==> config.mk <==
export PLATFORM = sky130hd
export DESIGN_NAME = sp_to_hp_narrow
export DESIGN_NICKNAME = d
export VERILOG_FILES = /design/src/rtl/sp_to_hp_narrow.sv
export SDC_FILE = /design/constraint.sdc
export NUM_CORES = 1
export LEC_CHECK = 0
export ABC_AREA = 1
export BUFFER_PORTS_ARGS = -buffer_cell sky130_fd_sc_hd__buf_2
export CORE_ASPECT_RATIO = 0.9
export CORE_MARGIN = 3
export CORE_UTILIZATION = 53
export DETAILED_ROUTE_END_ITERATION = 16
export PLACE_DENSITY = 0.79
export RECOVER_POWER = 100
export SYNTH_ARGS = -nofsm -noshare
export SYNTH_HDL_FRONTEND = slang
export SYNTH_SLANG_ARGS = --single-unit
==> constraint.sdc <==
create_clock -name clk -period 0.8 [get_ports clk]
set_input_delay 0.08 -clock clk [delete_from_list [all_inputs] [get_ports clk]]
set_output_delay 0.08 -clock clk [all_outputs]
set_load 0.05 [all_outputs]
==> src/rtl/sp_to_hp_narrow.sv <==
module sp_to_hp_narrow (
  input  logic        clk,
  input  logic        rst_n,
  input  logic        in_valid,
  input  logic [31:0] in_data,
  output logic        out_valid,
  output logic [15:0] out_data
);
  logic        sgn;
  logic [7:0]  ex;
  logic [22:0] fr;
  assign sgn = in_data[31];
  assign ex  = in_data[30:23];
  assign fr  = in_data[22:0];

  logic is_nan, too_big, is_low;
  assign is_nan  = (ex == 8'hFF) && (fr != 23'd0);
  assign too_big = (ex >= 8'd143);
  assign is_low  = (ex < 8'd113);

  logic [23:0] sig;
  logic [7:0]  sh_raw;
  logic [4:0]  sh;
  logic [34:0] ext;
  assign sig    = {ex != 8'd0, fr};
  assign sh_raw = 8'd126 - ex;
  assign sh     = (sh_raw > 8'd26) ? 5'd26 : sh_raw[4:0];
  assign ext    = 35'({sig, 25'd0} >> sh);

  logic [7:0]  ex_adj;
  logic [14:0] pre;
  logic        rb, st, up;
  logic [14:0] sum, mag;
  assign ex_adj = ex - 8'd112;
  assign pre = is_low ? {5'd0, ext[34:25]} : {ex_adj[4:0], fr[22:13]};
  assign rb  = is_low ? ext[24] : fr[12];
  assign st  = is_low ? (|ext[23:0]) : (|fr[11:0]);
  assign up  = rb & (st | pre[0]);
  assign sum = pre + {14'd0, up};
  assign mag = is_nan ? 15'h7E00 : (too_big ? 15'h7C00 : sum);

  always_ff @(posedge clk or negedge rst_n) begin
    if (!rst_n) begin
      out_valid <= 1'b0;
      out_data  <= 16'h0000;
    end else begin
      out_valid <= in_valid;
      if (in_valid) out_data <= {sgn, mag};
    end
  end
endmodule

==> results.md, run 1 <==
* RD Place Congestion at 1.09
* Clock sink total at 17
* Outcome: did not finish
* Yosys cell types at 33
* Ys flop type: dfrtp_1
* Sequential area share after synthesis at 13.5%
* Largest net degree at the start of global routing at 23
* Initial Util at 57.1%
* Syn Nets at 617
* Share of the synthesized area in the top cell type at 22.3%
* Synthesis-stage register bit count at 17
* Die X at 87.2 um
* Num CTS Buffers at 3
* Rows at 25
* DP Worst Slack at -2.49 ns
* Async S/R FF share, synth at 100%
* Longest Clk Path Bufs at 2
* Mapped Cells at 577
* H-tree depth at 1
* GRT Residual Overflow at 3
* Root buf cell: clkbuf_8
* Area after detailed placement at 4480 sq um
* Synth Area per Inst at 5.45 sq um
* Err: [ERROR GRT-0116] Global routing finished with congestion. Check the congestion regions in the DRC Viewer.
* Global-route wire length before repair at 36.1 mm
* Cell count after placement at 808
* Fail Step: 5_1_grt
* Yosys warns at 0
* Vias in the first global route at 6817
* Top-Level Pins at 52
* GRT Resource Usage Total at 68.8%
* Top cells by area, synth: nand2_1 22%, nand3_1 21%, dfrtp_1 14%, inv_1 7.8%, nor2_1 5.7%
* Post-synth top area cell: nand2_1
* IO Port Bufs at 51
* Synth Cell Area at 3140 sq um
* Post-synth EDFFs at 0
* Final HPWL DP at 10.1 mm
* Chip height at 79.1 um
-- what timing repair did --
| action | in CTS |
|---|---|
| hold endpoints to repair | 17 |
| hold buffers | 1 |
| cloned | 3 |
| buffers inserted | 36 |
| pin swaps | 53 |
| setup endpoints to repair | 32 |
| resized for setup | 128 |
-- synth_stat cells (4+ instances only) --
cell type    n
a21oi_1      9
buf_2        9
buf_6        7
dfrtp_1     17
ha_1         5
inv_1       65
nand2_1    187
nand2_2      4
nand3_1    129
nand3_2      7
nand4_1     18
nor2_1      48
nor2_2       8
nor2_4       5
nor3_1       5
nor4_1       4
o21ai_0     12
o21ai_1      7
or2_2        6
-- cell families after synthesis --
kind of cell | Yosys count | synth area share (%)
and+or+nand+nor | 429 | 64.4
DFF | 17 | 13.5
adders and majority gates | 5 | 1.99
AOI/OAI and AO/OA | 36 | 6.92
buffers and inverters | 90 | 13.1
-- per-layer routing --
| layer | GRT usage [%] | GRT overflow |
|---|---|---|
| met1 | 68.0 | 0 |
| met2 | 87.0 | 3 |
| met3 | 53.3 | 0 |
| met4 | 65.6 | 0 |
| met5 | 22.3 | 0 |
-- metrics by stage --
step	utilization [%]	setup TNS (ns)
floorplan	-	-27.91
global placement	81.3	-32.18
detailed placement	81.3	-33.61
CTS	95.7	-29.70
==> inputs of run 2 (changes only) <==
- CORE_ASPECT_RATIO: 0.9 -> not set
- CORE_UTILIZATION: 53 -> 40
- PLACE_DENSITY: 0.79 -> not set
- PLACE_DENSITY_LB_ADDON: not set -> 0.15
- clock period: 0.8 -> 1 ns (I/O delays scaled with it)
==> results.md, run 2 <==
* GRT met1 Usage at 39.4%
* Drt total wl at 12.7 mm
* Antenna violations before repair at 0
* WHS at 0.0459 ns
* Synth Area per Inst at 5.45 sq um (unchanged)
* Most frequent cell after synthesis: nand2_1
* Antenna Cells at 0
* Worst-Margin Slew at 0.637 ns
* Fillers at 649
* LEAKAGE at 2.74 nW
* Sequential area share after synthesis at 13.5% (unchanged)
* CP bufs+invs at 8
* Vias in the first global route at 4400
* Multiplexer area fraction after synthesis at 0% (unchanged)
* Slowest stage delay, CP at 0.24 ns
* Ys flop type: dfrtp_1
* IO Port Bufs at 51 (unchanged)
* Top-Level Pins at 52 (unchanged)
* Setup CP Type: input port to register
* H-tree depth at 1 (unchanged)
* Global-route wire length before repair at 20.7 mm
* Clock-pin slew on the worst setup and hold paths at 0.06 ns
* Syn Nets at 617 (unchanged)
* RSZ-0062 raised after global routing: yes
* Compound-cell area share of the yosys netlist at 6.92% (unchanged)
* Via count at 4613
* Most Crowded Layer GR: met2
* Die area at 8960 sq um
* Top cells by area, synth: nand2_1 22%, nand3_1 21%, dfrtp_1 14%, inv_1 7.8%, nor2_1 5.7%
* Synthesis-stage register bit count at 17 (unchanged)
* Area after detailed placement at 4550 sq um (+1.5%)
* Post-synth top area cell: nand2_1
* Crit path time final at 2.83 ns
* Layout cells sized above 1 at 47.8%
* Final hold vios at 0
* Mapped Cells at 577 (unchanged)
* Crit-path max FO at 8
* Xor/xnor cell area share of the yosys netlist at 0% (unchanged)
* Synth Cell Area at 3140 sq um (unchanged)
* Global routing usage on met3 at 2.55%
* Commonest non-fill, non-tap cells in the layout: 147 x nand2_1, 147 x buf_4, 78 x nand3_1, 59 x inv_1, 53 x nand3_2
* Commonest cells post-synth: 187 x nand2_1, 129 x nand3_1, 65 x inv_1, 48 x nor2_1, 18 x nand4_1
* Crit path DAT at 3.03 ns
* Worst path most repeated cell: nand3_4
* GRT Resource Usage Total at 28.5%
* Share of the synthesized area in the top cell type at 22.3% (unchanged)
* Register area at 425 sq um
* Clk_lat worst skew at 0.25 ns
* Routed WL per cell at 14.5 um
* Simple-gate area share of the yosys netlist at 64.4% (unchanged)
* Worst clock skew at 0 ns
* Final HPWL DP at 9.76 mm (-3.2%)
* Finished Cell Area at 5340 sq um
* Worst path slowest cell: ha_4
* Clock sink total at 17 (unchanged)
* Hold Crit Class: input port to register
* Outcome: complete, but fails checks
* RD Place Congestion at 0.948 (-13%)
* CP top delay family: simple AND/OR/NAND/NOR gates
* Max Freq at 353 MHz
* Max reg flops at 16
* Core area at 7450 sq um
* Iter 0 DRT Violations at 285
* Adder-Cell Fraction of Synth Area at 1.99% (unchanged)
* Max Cap Viol at 0
* Final Max Tran Viols at 0
* Largest net degree at the start of global routing at 21
* Largest family of logic cells by synthesized area: simple AND/OR/NAND/NOR gates
* Yosys cell types at 33 (unchanged)
* Failing checks: negative setup slack
* Root buf cell: clkbuf_8
* Worst setup EP type: register
* Chip height at 94.7 um (+20%)
* Final setup fails at 15
* Nets at 817
* Met2 Use GR at 47.7%
* Post-synth EDFFs at 0 (unchanged)
* Final period utilization at 283%
* Largest registers: out_data x16, out_valid x1
* Yosys warns at 0 (unchanged)
* Power Dens Cells at 671 nW/um^2
* GRT Residual Overflow at 0
* Longest Clk Path Bufs at 2 (unchanged)
* Rows at 31 (+24%)
* CP required at 1.20 ns
* DP Worst Slack at -2.19 ns (+0.297 ns)
* Num CTS Buffers at 3 (unchanged)
* Setup ws final at -1.83 ns
* Drt drc at 0
* Drt first pass iters at 5
* CTS tree: done
* Reg with most FFs: out_data
* Max IR drop VDD at 0.648 mV
* Die X at 94.7 um (+8.6%)
* Startpoint Class: input port
* Multi-input logic area at 2810 sq um
* Initial Util at 42.2% (-15 points)
* Vias per inst at 5.27
* Slew headroom at 57.4%
* Async S/R FF share, synth at 100% (unchanged)
* Syn-to-layout area delta at 69.8%
* Antenna Nets Post-Route at 0
==> run 2: timing repair <==
action,in CTS,in global routing
endpoints found under the setup margin,15,22
pin swaps,32,10
cloned,3,0
buffers inserted,13,10
gates resized for setup,86,58
hold buffers,1,0
hold endpoints to repair,17,0
==> run 2: power by group <==
part / internal [W] / leakage, nW / switching (W)
Clock: 0.000283 / 0.0228 / 0.000235
Combinational: 0.000932 / 2.51 / 0.00134
Sequential: 0.000758 / 0.207 / 0.0000369
==> run 2: kinds of logic (layout without fill, tap and decap cells) <==
group / after synthesis / after routing
fa+ha+maj: 5 / 5
simple gates: 429 / 429
buf+inv: 90 / 289
flops: 17 / 17
compound gates: 36 / 36
==> run 2: routing by layer <==
layer	part of all wire (%)	up-vias	routed length, um
met5	0	-	0
met4	2.5	0	320
met3	5.7	28	728
met2	48	170	6100
met1	44	2127	5520
li1	-	2288	-
==> run 2: stage by stage <==
step / std cells / setup TNS [ns] / utilization [%] / power, W
after floorplan: 577 / -25.21 / - / 0.00197
after global placement: 844 / -29.41 / 61.0 / 0.00272
after detailed placement: 844 / -30.42 / 61.0 / 0.00274
after CTS: 865 / -24.18 / 68.0 / 0.00344
after global routing: 875 / -27.98 / 71.7 / 0.00382
final: 875 / -25.18 / 71.7 / 0.00358
==> run 2: worst paths after layout <==
| kind | endpoint | cells after the start | from | slack, ns |
|---|---|---|---|---|
| hold reg to reg | out_data[15]$_DFFE_PN0P_ | 2 | out_data[15]$_DFFE_PN0P_ | 0.47 |
| min in group asynchronous | out_data[1]$_DFFE_PN0P_ | 2 | rst_n | 0.32 |
| hold / removal | out_data[15]$_DFFE_PN0P_ | 3 | in_data[31] | 0.05 |
| setup / recovery | out_data[12]$_DFFE_PN0P_ | 28 | in_data[23] | -1.83 |
| setup reg to reg | out_data[14]$_DFFE_PN0P_ | 3 | out_data[14]$_DFFE_PN0P_ | 0.12 |
| max in group asynchronous | out_valid$_DFF_PN0_ | 2 | rst_n | 0.37 |
==> run 2: worst min-delay path: cells and delay by family <==
kind	cells	cell delay (ns)
buf+inv	1	0.07
simple gates	2	0.09
==> run 2: area by class of cell <==
| cell class | instances | share of cell area, % |
|---|---|---|
| multi-input combinational | 470 | 52.7 |
| timing repair buffer | 217 | 31.1 |
| sequential | 17 | 7.97 |
| inverter | 68 | 5.04 |
| tap | 99 | 2.32 |
| clock buffer | 4 | 0.843 |
(Power assumes the default switching activity.)
